--- src/rtl/sdram_burst_core.sv ---
module sdram_burst_core #(
  parameter int DW     = 16,
  parameter int BANK_W = 2,
  parameter int COL_W  = 9
) (
  input  logic              clk,
  input  logic              rst_n,
  input  logic              cke,
  input  logic [1:0]        cmd,
  input  logic [BANK_W-1:0] bank,
  input  logic [COL_W-1:0]  col,
  input  logic [1:0]        bl_sel,
  input  logic              cl3,
  input  logic [DW-1:0]     dq_in,
  output logic [DW-1:0]     dq_out,
  output logic              dq_oe,
  output logic              arr_we,
  output logic              arr_re,
  output logic [BANK_W-1:0] arr_bank,
  output logic [COL_W-1:0]  arr_col,
  output logic [DW-1:0]     arr_wdata,
  input  logic [DW-1:0]     arr_rdata
);
  localparam logic [1:0] CMD_RD = 2'b01;
  localparam logic [1:0] CMD_WR = 2'b10;

  logic              cke_q, act, is_wr, v1, v2, oe_r;
  logic [2:0]        cnt, last, blm1;
  logic [COL_W-1:0]  base, mask;
  logic [BANK_W-1:0] bank_r;
  logic [DW-1:0]     d1, d2, dout;
  logic              busy, tick, start_rd, start_wr;

  assign blm1     = (3'd1 << bl_sel) - 3'd1;
  assign busy     = act | v1 | v2 | oe_r;
  assign tick     = cke_q | ~busy;
  assign start_rd = tick & ~busy & (cmd == CMD_RD);
  assign start_wr = tick & ~busy & (cmd == CMD_WR);
  assign mask     = COL_W'(last);

  assign arr_bank  = act ? bank_r : bank;
  assign arr_col   = act ? ((base & ~mask) | ((base + COL_W'(cnt)) & mask)) : col;
  assign arr_we    = start_wr | (tick & act & is_wr);
  assign arr_re    = act & ~is_wr;
  assign arr_wdata = dq_in;
  assign dq_out    = dout;
  assign dq_oe     = oe_r;

  always_ff @(posedge clk or negedge rst_n) begin
    if (!rst_n) begin
      cke_q  <= 1'b1;
      act    <= 1'b0;
      is_wr  <= 1'b0;
      cnt    <= '0;
      last   <= '0;
      base   <= '0;
      bank_r <= '0;
      v1     <= 1'b0;
      v2     <= 1'b0;
      oe_r   <= 1'b0;
      d1     <= '0;
      d2     <= '0;
      dout   <= '0;
    end else begin
      cke_q <= cke;
      if (tick) begin
        if (start_rd | start_wr) begin
          base   <= col;
          bank_r <= bank;
          last   <= blm1;
          is_wr  <= start_wr;
          cnt    <= start_wr ? 3'd1 : 3'd0;
          act    <= start_rd | (blm1 != 3'd0);
        end else if (act) begin
          cnt <= cnt + 3'd1;
          if (cnt == last) act <= 1'b0;
        end
        v1 <= act & ~is_wr;
        d1 <= arr_rdata;
        v2 <= v1 & cl3;
        d2 <= d1;
        oe_r <= cl3 ? v2 : v1;
        dout <= cl3 ? d2 : d1;
      end
    end
  end
endmodule


--- config.mk ---
export PLATFORM = sky130hd
export DESIGN_NAME = sdram_burst_core
export DESIGN_NICKNAME = d
export VERILOG_FILES = /design/src/rtl/sdram_burst_core.sv
export SDC_FILE = /design/constraint.sdc
export NUM_CORES = 1
export LEC_CHECK = 0
export BUFFER_PORTS_ARGS = -buffer_cell sky130_fd_sc_hd__buf_2
export CORE_MARGIN = 1.5
export CORE_UTILIZATION = 51
export CTS_CLUSTER_DIAMETER = 60
export DETAILED_ROUTE_END_ITERATION = 8
export PLACE_DENSITY = 0.75
export SYNTH_ARGS = -nofsm -noshare
export SYNTH_HDL_FRONTEND = slang
export SYNTH_SLANG_ARGS = --single-unit
--- constraint.sdc ---
create_clock -name clk -period 2 [get_ports clk]
set_input_delay 0.4 -clock clk [delete_from_list [all_inputs] [get_ports clk]]
set_output_delay 0.4 -clock clk [all_outputs]
set_load 0.005 [all_outputs]
# Word level (Yosys, flattened, before mapping)
# Cells that the tools add are included.
# Widths: inputs -> output; s select.
op_classes:
  n_addsub: 3
  n_eq_ne: 3
  shifts: 1
  muxes: 10
  n_bitwise: 20
  reduce_logical: 4
ops:
  columns: ["op", "n"]
  rows:
  - ["$mux 16", 1]
  - ["$add 9x3->9", 1]
  - ["$and 9x3->9", 1]
  - ["$and 9x9->9", 1]
  - ["$mux 9", 1]
  - ["$not 3->9", 1]
  - ["$or 9x9->9", 1]
  - ["$and 1x1->1", 7]
  - ["$or 1x1->1", 7]
  - ["$mux 3", 2]
  - ["$mux 1", 5]
  - ["$reduce_and 2->1", 2]
  - ["$add 3x1->3 const B", 1]
  - ["$eq 3x3->1", 1]
  - ["$reduce_bool 3->1", 1]
  - ["$shl 1x2->3 const A", 1]
  - ["$sub 3x1->3 const B", 1]
  - ["$eq 2x1->1 const B", 1]
  - ["$eq 2x2->1 const B", 1]
  - ["$mux 2", 1]
  - ["$not 1->1", 2]
  - ["$reduce_bool 2->1", 1]
totals:
  ff_bits: 71
  in_bits: 51
  out_inout_bits: 46
  word_cells: 54

# Longest topological paths before layout
depth:
  ltp_word: 10
  depth_mapped: 6
  mapped_depth_nobuf: 5

# Worst setup path after synthesis
# Ideal clock, no wire load.
synth_path:
  kind: "register -> output"
  from: "register cnt[0]"
  to: "output arr_col[2]"
  t_arrival_ps: 1548
  t_required_ps: 1600
  setup_slack_ps: 52
  stages_incl_launch_ff: 6
  n_path_buf: 0
  cell_sequence: "dfrtp_1 ha_1 fa_1 xor2_1 and4b_1 a211o_1"
synth_via:
  elab_chain_len: 4
synth_lines:
  columns: ["item", "line_no", "rtl"]
  rows:
  - ["from (decl)", "28", "logic [2:0] cnt, last, blm1;"]
  - ["from (signal assigned)", "72", "cnt <= start_wr ? 3'd1 : 3'd0;"]
  - ["from (signal assigned)", "75", "cnt <= cnt + 3'd1;"]
  - ["$add 9x3->9", "42", "assign arr_col = act ? ((base & ~mask) | ((base + COL_W'(cnt)) & mask)) : col;"]
  - ["$and 9x3->9", "42", null]
  - ["$or 9x9->9", "42", null]
  - ["$mux 9", "42", null]
  - ["to (decl)", "20", "output logic [COL_W-1:0] arr_col,"]
# No other way between the ends.

# Final worst setup path
layout_path:
  from: "register base[0]"
  to: "output arr_col[2]"
layout_via:
  elab_chain_len: 4
layout_lines:
  columns: ["item", "line_no", "rtl"]
  rows:
  - ["from (decl)", "29", "logic [COL_W-1:0] base, mask;"]
  - ["from (signal assigned)", "68", "base <= col;"]
  - ["$add 9x3->9", "42", null]
  - ["$and 9x3->9", "42", null]
  - ["$or 9x9->9", "42", null]
  - ["$mux 9", "42", null]
# No other way between the ends.

==> impl_metrics.csv <==
group,metric,value,unit
outcome,status,"complete, but fails checks",
outcome,violations,"setup timing",
floorplan,dieArea,6950,sq um
critical_path,crit_chain,"ha_2 -> fa_2 -> xor2_1 -> and4b_1 -> a211o_1 -> buf_2",
cts,clock_latency,0.34,ns
critical_path,critical_path.endpoint,"arr_col[2]",
sta,hold_viol_final,0,
power,power,5.50,mW
grt,overflow,0,
logic_synthesis,mappedNetlistArea,3290,sq um
placement,place.gp.congestion,0.776,
logic_synthesis,seq_area_frac_synth,0.540,
critical_path,crit_path_start_kind,"register",
logic_synthesis,synth.most_common_cell,"dfrtp_1",
floorplan,start_util,0.525,
floorplan,pin_count,97,
critical_path,crit_type,"reg2out",
sta,max_slew.worst_pin.slew,0.969,ns
critical_path,reg2reg_from,"act",
final_layout,nNetsFinal,373,
logic_synthesis,async_flop_share,1.00,
final_layout,drive_gt1_frac,0.475,
grt,grt_pass1_wl,10800,microns
logic_synthesis,yosys-top-cells-count,"dfrtp_1, mux2_2, a21oi_1",
logic_synthesis,ys_ff_latch,71,
route,drt-total-wl,6280,microns
cts,cts_inserted_buffers,9,
logic_synthesis,synthFlopType,"dfrtp_1",
critical_path,required,1.60,ns
route,post_drt_wl_per_cell,15.7,microns
critical_path,crit_path_max_fanout,2,
logic_synthesis,synth_top_area_frac,0.532,
logic_synthesis,synth_cells,259,
grt,grt_max_degree,40,
placement,dp_hpwl,4130,microns
critical_path,startpoint,"base[0]",
route,via_count,2205,
logic_synthesis,ys_warn_count,0,
final_layout,layoutNonFillerInstCount,401,
placement,dp_cells,380,
cts,clockRootBuffer,"clkbuf_8",
route,dr.pass1.iters,4,
grt,grt_pass1_vias,2366,
sta,finalSetupViolCount,2,
power,ir_worst_vdd,0.698,mV
sta,hold_slack,0.0318,ns
logic_synthesis,synth.area.top_cells,"dfrtp_1, mux2_2, mux2i_1, buf_4, a21oi_1",
final_layout,nFillCells,539,
logic_synthesis,synth.avg_cell_area,12.7,sq um
sta,slew_headroom,0.353,
cts,clk_pin_slew,0.07,ns
floorplan,die_h,83.4,microns
grt,antenna_found_initial,0,
final_layout,antenna-diode-count,0,
route,vias_per_cell,5.50,
critical_path,slowest_stage,"dfrtp_1",
sta,fin_skew,0.00692,ns
power,total_leakage_power,1.77,nW
cts,cts_max_path_buffers,2,
cts,h-tree-depth,3,
sta,fmax,428,MHz
grt,track_usage,0.196,
final_layout,regArea,1780,sq um
sta,fin_ws,-0.336,ns
logic_synthesis,synth_edf_count,0,
worst_hold_path,hold_path_class,"in2async",
sta,finalMaxSlewViolations,0,
logic_synthesis,synth.largest_area_cell,"dfrtp_1",
critical_path,r2r_cells,5,
critical_path,critical_path.max_stage_delay,0.39,ns
sta,fin_crit_sh,1.17,
critical_path,end_kind,"output pin",
logic_synthesis,syn_nets,313,
power,powerDensity,1430,nW/um^2
floorplan,core,6280,sq um
placement,io_buffers,64,
floorplan,row_count,29,
route,first_iter_violations,75,
critical_path,reg2reg_to,"d1[12]",
job,cap_violations,0,
cts,cts_tree,"built",
cts,cts_hold_buf,0,
route,drc,0,
sta,rsz0062_at_grt,"true",
critical_path,crit_arrival,1.94,ns
final_layout,multi_input_area,1330,sq um
cts,cts_sinks,71,
logic_synthesis,yosys.cell_types.count,36,
final_layout,area_delta_synth_final,17.0,%
route,ant_nets,0,
sta,min_period,2.34,ns
critical_path,r2r_slack,0.07,ns
floorplan,chipWidth,83.4,microns
[registers in the layout, indices dropped and copies added, names as in the netlist]
signal and cells:
d1 16, d2 16, dq_out 16, base 9
cnt 3, last 3, bank_r 2, act 1
cke_q 1, dq_oe 1, is_wr 1, v1 1
v2 1
[what timing repair did]
item | in CTS | in global routing
setup buffers | 4 | 1
resized for setup | 4 | 2
setup endpoints to repair | 3 | 20
pin swaps | 4 | 2
[area by class of cell]
cell class	instances	area share
Timing Repair Buffer	80	0.118
Tap cell	77	0.0250
Inverter	2	0.00195
Clock inverter	1	0.00779
Clock buffer	15	0.0406
Sequential cell	71	0.462
Multi-Input combinational cell	155	0.345
[report_power, final]
group / switching, mW / internal [mW]
Sequential: 0.374 / 2.02
Combinational: 0.864 / 1.13
Clock: 0.500 / 0.614
[critical path: cells and delay by family, from the launching register on]
kind,cells,cell delay (ns)
DFF,1,0.39
xor gates and xnor gates,1,0.16
buffers and inverters,1,0.13
and+or+nand+nor,1,0.18
adders and majority gates,2,0.52
AOI/OAI and AO/OA,1,0.22
[per-layer routing]
layer | GRT usage | vias to the layer above | share of wire
li1 | - | 1030 | -
met1 | 0.239 | 1089 | 0.45
met3 | 0.0487 | 18 | 0.053
met5 | 0 | - | 0
met4 | 0.106 | 0 | 0.024
met2 | 0.319 | 68 | 0.48
[per-stage QoR]
stage	setup slack (ns)	TNS (ns)	instance area, sq um	utilization
floorplan	0.0520	0	3290	-
global placement	-0.0496	-0.0496	3610	0.576
detailed placement	-0.0622	-0.0622	3610	0.576
CTS	-0.361	-0.514	3840	0.612
global route	-0.419	-0.681	3850	0.614
finish	-0.336	-0.484	3850	0.614
[cells in the final DEF, fill, tap and decap left out, types with 2 or more instances in the layout]
master / count
nand3_1: 4
a21oi_1: 25
dfrtp_1: 69
buf_4: 16
mux2_2: 53
clkbuf_1: 5
buf_2: 63
clkbuf_8: 10
o21ai_0: 3
nand2b_1: 3
nor2_1: 4
nand4_1: 2
xnor2_1: 3
xor2_1: 3
inv_1: 2
mux2i_1: 19
nor3_1: 16
[how the worst min path moves through the flow]
stage                from      end  slack (ns)
floorplan           rst_n      act        0.10
global placement    rst_n  base[8]        0.40
detailed placement  rst_n  base[8]        0.41
CTS                 rst_n  base[8]        0.04
global route        rst_n  base[8]        0.07
finish              rst_n  base[8]        0.03
[cell families after synthesis]
kind of cell | Yosys count | synth area share
muxes | 72 | 0.239
DFF | 71 | 0.540
AOI/OAI and AO/OA | 38 | 0.0665
and+or+nand+nor | 36 | 0.0642
buffers and inverters | 33 | 0.0608
xor gates and xnor gates | 6 | 0.0160
adders and majority gates | 3 | 0.0137
Power figures use the tool's default switching activity.
